`config.mk`:
```
export PLATFORM = sky130hd
export DESIGN_NAME = mbus_read_ctrl
export DESIGN_NICKNAME = d
export VERILOG_FILES = /design/src/rtl/mbr_pkg.sv /design/src/rtl/mbr_hold.sv /design/src/rtl/mbr_fsm.sv /design/src/rtl/mbr_lanes.sv /design/src/rtl/mbus_read_ctrl.sv
export SDC_FILE = /design/constraint.sdc
export NUM_CORES = 1
export LEC_CHECK = 0
export CAP_MARGIN = 10
export CORE_MARGIN = 2
export CORE_UTILIZATION = 35
export DETAILED_ROUTE_END_ITERATION = 6
export PLACE_DENSITY = 0.73
export REMOVE_ABC_BUFFERS = 1
export SLEW_MARGIN = 20
export SYNTH_ARGS = -nofsm -noshare
export SYNTH_HDL_FRONTEND = slang
export SYNTH_HIERARCHICAL = 1
export SYNTH_SLANG_ARGS = --single-unit
```
`constraint.sdc`:
```
create_clock -name clk -period 1.98 [get_ports clk]
set_input_delay 0.198 -clock clk [delete_from_list [all_inputs] [get_ports clk]]
set_output_delay 0.198 -clock clk [all_outputs]
set_load 0.02 [all_outputs]
```
`src/rtl/mbr_pkg.sv`:
```
package mbr_pkg;
  localparam int BUS_ADDR_W = 20;
  localparam int BUS_DATA_W = 16;
  localparam int LANES      = 2;
  localparam int LANE_W     = BUS_DATA_W / LANES;

  typedef enum logic [2:0] {
    ST_IDLE = 3'd0,
    ST_T1   = 3'd1,
    ST_T2   = 3'd2,
    ST_T3   = 3'd3,
    ST_TW   = 3'd4,
    ST_T4   = 3'd5
  } tstate_e;

  typedef struct packed {
    logic [BUS_ADDR_W-1:0] addr;
    logic                  word;
  } rd_req_t;
endpackage

```
`src/rtl/mbr_hold.sv`:
```
module mbr_hold
  import mbr_pkg::*;
(
  input  logic    clk,
  input  logic    rst,
  input  logic    req_valid,
  input  rd_req_t req_in,
  input  logic    launch,
  output logic    hold_v,
  output rd_req_t launch_req
);
  rd_req_t hold_q;

  assign launch_req = hold_v ? hold_q : req_in;

  always_ff @(posedge clk) begin
    if (rst) begin
      hold_v <= 1'b0;
      hold_q <= '0;
    end else if (launch && hold_v) begin
      hold_v <= req_valid;
      if (req_valid) hold_q <= req_in;
    end else if (req_valid && !launch && !hold_v) begin
      hold_v <= 1'b1;
      hold_q <= req_in;
    end
  end
endmodule

```
`src/rtl/mbr_fsm.sv`:
```
module mbr_fsm
  import mbr_pkg::*;
#(
  parameter int MAX_WAIT = 8,
  localparam int WAIT_W  = $clog2(MAX_WAIT + 1)
) (
  input  logic    clk,
  input  logic    rst,
  input  logic    pending,
  input  logic    bus_ready,
  output tstate_e st_d,
  output logic    launch,
  output logic    finish_ok,
  output logic    abort
);
  tstate_e           st_q;
  logic [WAIT_W-1:0] wcnt;

  always_comb begin
    finish_ok = (st_q == ST_T4);
    abort     = (st_q == ST_TW) && !bus_ready && (wcnt == WAIT_W'(MAX_WAIT));
    launch    = ((st_q == ST_IDLE) || finish_ok || abort) && pending;
    st_d      = st_q;
    case (st_q)
      ST_IDLE: st_d = launch ? ST_T1 : ST_IDLE;
      ST_T1:   st_d = ST_T2;
      ST_T2:   st_d = ST_T3;
      ST_T3:   st_d = bus_ready ? ST_T4 : ST_TW;
      ST_TW: begin
        if (bus_ready)  st_d = ST_T4;
        else if (abort) st_d = launch ? ST_T1 : ST_IDLE;
        else            st_d = ST_TW;
      end
      ST_T4:   st_d = launch ? ST_T1 : ST_IDLE;
      default: st_d = ST_IDLE;
    endcase
  end

  always_ff @(posedge clk) begin
    if (rst) begin
      st_q <= ST_IDLE;
      wcnt <= '0;
    end else begin
      st_q <= st_d;
      if (st_d == ST_TW) wcnt <= (st_q == ST_TW) ? wcnt + 1'b1 : WAIT_W'(1);
      else               wcnt <= '0;
    end
  end
endmodule

```
`src/rtl/mbr_lanes.sv`:
```
module mbr_lanes
  import mbr_pkg::*;
(
  input  rd_req_t                 req,
  input  logic [LANES-1:0]        en_q,
  input  logic [BUS_DATA_W-1:0]   bus_in,
  output logic [LANES-1:0]        en_d,
  output logic                    bhe_n_d,
  output logic [BUS_DATA_W-1:0]   masked
);
  assign en_d[0] = !req.addr[0];
  assign en_d[1] = req.word || req.addr[0];
  assign bhe_n_d = !en_d[1];

  for (genvar g = 0; g < LANES; g++) begin : g_lane
    assign masked[g*LANE_W +: LANE_W] = en_q[g] ? bus_in[g*LANE_W +: LANE_W] : '0;
  end
endmodule

```
`src/rtl/mbus_read_ctrl.sv`:
```
module mbus_read_ctrl
  import mbr_pkg::*;
#(
  parameter int MAX_WAIT = 8
) (
  input  logic                             clk,
  input  logic                             rst,
  input  logic                             req_valid,
  input  logic [BUS_ADDR_W-1:0]            req_addr,
  input  logic                             req_word,
  input  logic                             bus_ready,
  input  logic [BUS_DATA_W-1:0]            ad_in,
  output logic [BUS_DATA_W-1:0]            ad_out,
  output logic                             ad_oe,
  output logic [BUS_ADDR_W-BUS_DATA_W-1:0] addr_hi,
  output logic                             ale,
  output logic                             rd_n,
  output logic                             dt_r,
  output logic                             den,
  output logic                             bhe_n,
  output logic [BUS_DATA_W-1:0]            rd_data,
  output logic                             done,
  output logic                             err
);
  rd_req_t          req_in, launch_req;
  logic             hold_v, launch, finish_ok, abort, bhe_n_d, in_rx;
  tstate_e          st_d;
  logic [LANES-1:0] en_d, en_q;
  logic [BUS_DATA_W-1:0] masked;

  assign req_in = '{addr: req_addr, word: req_word};

  mbr_hold u_hold (
    .clk(clk), .rst(rst), .req_valid(req_valid), .req_in(req_in),
    .launch(launch), .hold_v(hold_v), .launch_req(launch_req)
  );

  mbr_fsm #(.MAX_WAIT(MAX_WAIT)) u_fsm (
    .clk(clk), .rst(rst), .pending(hold_v || req_valid), .bus_ready(bus_ready),
    .st_d(st_d), .launch(launch), .finish_ok(finish_ok), .abort(abort)
  );

  mbr_lanes u_lanes (
    .req(launch_req), .en_q(en_q), .bus_in(ad_in),
    .en_d(en_d), .bhe_n_d(bhe_n_d), .masked(masked)
  );

  assign in_rx = (st_d == ST_T2) || (st_d == ST_T3) || (st_d == ST_TW) || (st_d == ST_T4);

  always_ff @(posedge clk) begin
    if (rst) begin
      ale     <= 1'b0;
      ad_oe   <= 1'b0;
      rd_n    <= 1'b1;
      dt_r    <= 1'b1;
      den     <= 1'b0;
      bhe_n   <= 1'b1;
      en_q    <= '0;
      ad_out  <= '0;
      addr_hi <= '0;
      rd_data <= '0;
      done    <= 1'b0;
      err     <= 1'b0;
    end else begin
      ale   <= (st_d == ST_T1);
      ad_oe <= (st_d == ST_T1);
      rd_n  <= !in_rx;
      dt_r  <= !in_rx;
      den   <= in_rx;
      if (launch) begin
        ad_out  <= launch_req.addr[BUS_DATA_W-1:0];
        addr_hi <= launch_req.addr[BUS_ADDR_W-1:BUS_DATA_W];
        bhe_n   <= bhe_n_d;
        en_q    <= en_d;
      end
      done <= finish_ok;
      err  <= abort;
      if (finish_ok) rd_data <= masked;
    end
  end
endmodule

```
==> impl_results.md <==
- Worst EP arrival: 2140 ps
- Critical-path maximum fanout: 4
- Simple-gate share of the synthesized area: 22.9%
- Initial antenna violation count: 0
- Num CTS Buffers: 9
- Vias per cell: 4.70
- Sequential share of the synthesized area: between 40 and 50%
- Longest Clk Path Bufs: 2
- Post-CTS Hold Fix Bufs: 0
- FMAX: 0.527 GHz
- Final Cycle Share: 95.8%
- Post-synthesis mux area share: 18.2%
- Area Overhead vs Synth: 36.3%
- Clock share of power: roughly a quarter
- Final Wtd Congestion: between 0.7 and 0.8
- Clk slew on worst S/H paths: around 80 ps
- Count of final hold-check violations: 0
- Kind of critical path: reg2reg
- Total track usage: 14.5%
- Pin count of the biggest net entering global routing: 39
- Reg area: around 1500 um2
- Largest family of logic cells by synthesized area: simple AND/OR/NAND/NOR gates
- GRT Max-Usage Layer: met2
- Synth top area cells: dfxtp_1 43%, mux2i_1 11%, mux2_2 7.0%
- Unique cell type count in the Yosys netlist: 41
- H-tree Lvls: 3
- ANT cells: 0
- Predominant post-synthesis flop cell: dfxtp_1
- Yosys top cell by area: dfxtp_1
- Worst Setup End Kind: flop
- CTS tree: built
- Die area: around 11000 um2
- Drt first pass iters: 4
- Initial core utilization: between 30% and 40%
- Post-place setup slack: -178 ps
- Met1 Use GR: between 10% and 20%
- Root buffer cell: clkbuf_8
- Worst Setup Slack, final: 83.6 ps
- Clock skew after layout: 13.0 ps
- Clock sinks: 73
- Req. time, crit path: 2220 ps
- Worst r2r src: u_fsm/wcnt[1]
- Tmin final: 1900 ps
- Min-Delay Path Class: in2reg
- Clock Latency Late Sink: around 350 ps
- Mapped Avg Cell Area: 10.5 um2
- Flops & latches, synth: 73
- RSZ-0062 raised after global routing: yes
- I/O pin total: 85
- Area share of the largest cell type after synthesis: approximately 43%
- CP cell instances: inv_2 > ha_4 > and4bb_1 > nor3b_2 > nor4b_2 > buf_4 > xnor2_4 > and2_4 > clkbuf_16 > o21ai_2
- Starting DRT DRC Count: 86
- Worst Min Path Start: rst
- # rows: 35
- Synth Area in XOR/XNOR: 1.51%
- Placed inst area: 4360 um2
- Buffers on Ports: 84
- CP Launch Type: flop
- Final Slew Violations: 0
- Share of cells above drive strength 1: 23.6%
- Post-DRT Antenna Nets: 0
- Worst Tran Pin Value: 624 ps
- Adder-cell area share of the yosys netlist: 0.736%
- Peak supply drop: 0.000522 V
- Met2 Use GR: about a quarter
- Core area: 9330 um2
- Critical path's largest stage delay: ~330 ps
- Internal cell power: between 3000 and 4000 uW
- Via count: 2573
- Leakage power: 0.00174 uW
- First-pass GRT wire length: 12.1 mm
- CP max stage cell: dfxtp_2
- Mapped cell area: 3400 um2
- Final instance area: 4630 um2
- Die Height: 103 um
- Comb pwr share: 34.4%
- Total gr overflow: 0
- Rel. slew slack: 58.4%
- DRC violations left: 0
- Final net count: 457
- FILL cells: 891
- Multi-input gate area: 1750 um2
- Ys Warns: 6
- Post-synth EDFFs: 0
- Compound-gate portion of the synthesized area: 7.25%
- Final setup fails: 0
- Setup slack, reg-to-reg: roughly 84 ps
- Met3 usage: 3.46%
- Routed length per instance: 13.3 um
- Vias in the first global route: 2599
- Post-DP HPWL: 5.04 mm
- Sw Pwr: around 1400 uW
- Cells after Synth: 325
- Power Density: 966 nW/um2
- Routed WL: 7.27 mm
- Post-synth ARST share: 0%
- DIE WIDTH: 103 um
- Worst Setup SP: u_fsm/wcnt[1]
- Status: finished, final reports clean
- Max-cap violations: 0
- Switching share of power: 31.8%
- Flop pwr share: 40.0%
[kinds of logic after synthesis]
group / Yosys count
and+or+nand+nor: 127
DFF: 73
muxes: 59
buffers and inverters: 30
AOI/OAI and AO/OA: 29
xor gates and xnor gates: 5
adders and majority gates: 2
[stage by stage]
stage / instances / power, uW / util (%) / TNS, ps / hold WS [ps]
after floorplan: 300 / 2690 / - / -175710 / 267
after global placement: 529 / 3270 / 46.7 / -4580 / 454
after detailed placement: 529 / 3300 / 46.7 / -4970 / 460
after CTS: 546 / 4490 / 49.0 / -8.07 / 340
after global routing: 548 / 4750 / 49.7 / -1170 / 398
final: 548 / 4480 / 49.7 / 0 / 354
[Yosys cell counts, types with 2 or more instances]
library cell	number
and2_1	16
and2b_2	2
buf_12	3
buf_2	8
buf_4	3
buf_6	5
clkbuf_1	6
dfxtp_1	73
ha_1	2
inv_1	5
mux2_2	21
mux2i_1	38
nand2_1	2
nand2b_1	22
nand4b_1	21
nor2_1	45
nor2b_1	6
o21ai_0	2
o21ai_2	21
xnor2_1	2
xor2_1	2
[routing by layer]
layer,up-vias,wire length (um)
met2,75,3280
met5,-,0
li1,1279,-
met3,13,424
met1,1206,3430
met4,0,131
[critical path, delay by kind of cell, from the launching register on]
| kind | cells | cell delay, ps |
|---|---|---|
| and+or+nand+nor | 4 | 760 |
| adders and majority gates | 1 | 120 |
| buffers and inverters | 3 | 410 |
| DFF | 1 | 330 |
| xor gates and xnor gates | 1 | 130 |
| AOI/OAI and AO/OA | 1 | 50 |
[path summary, 6_finish.rpt]
kind              cells after the start           endpoint
setup / recovery                     10  u_hold/hold_q[13]
hold reg to reg                       2  u_hold/hold_q[15]
setup reg to reg                     10  u_hold/hold_q[13]
hold / removal                        2         rd_data[9]
[flip-flops by register name (all words and copies together), names as in the netlist, 2 cells and up]
name / count
rd_data: 16
en_q: 2
addr_hi: 4
ad_out: 16
u_fsm/wcnt: 4
u_fsm/st_q: 3
u_hold/hold_q: 21
[cell usage in the layout (no fill, tap or decap), types with 2 or more instances in the layout]
cell / synthesis / final
dfxtp_1: 73 / 71
inv_1: 5 / 3
and2_1: 16 / 16
xor2_1: 2 / 2
buf_4: 3 / 12
nor2_1: 45 / 45
nor2b_1: 6 / 6
nand2b_1: 22 / 22
mux2i_1: 38 / 38
nand4b_1: 21 / 21
buf_12: 3 / 3
buf_6: 5 / 3
xnor2_1: 2 / 2
dfxtp_2: 0 / 2
nor4b_2: 1 / 2
inv_2: 0 / 2
mux2_2: 21 / 21
clkinv_2: 0 / 3
clkdlybuf4s50_1: 0 / 83
nand2_1: 2 / 2
clkbuf_8: 0 / 9
and2b_2: 2 / 2
o21ai_0: 2 / 2
o21ai_2: 21 / 22
clkinvlp_4: 0 / 2
[power groups by stage]
stage | clock, uW | combinational [uW] | sequential [uW]
5_1_grt | 1260 | 1670 | 1820
2_1_floorplan | 0 | 734 | 1960
3_3_place_gp | 0 | 1450 | 1820
6_report | 1140 | 1540 | 1790
4_1_cts | 1190 | 1510 | 1790
3_5_place_dp | 0 | 1470 | 1820
[layout make-up]
cell class,instances,area share (%)
tap,129,3.48
clock buffer,9,2.67
clock inverter,7,1.49
sequential,73,31.6
multi-input combinational,222,37.8
timing repair buffer,103,22.6
inverter,5,0.405
[what timing repair did]
action | in CTS | in global routing
hold endpoints to repair | 0 | 0
buffers inserted | 1 | 1
gates cloned | 0 | 1
pin swaps | 1 | 25
setup endpoints to repair | 21 | 40
gates resized for setup | 3 | 8
(Power assumes the default switching activity.)
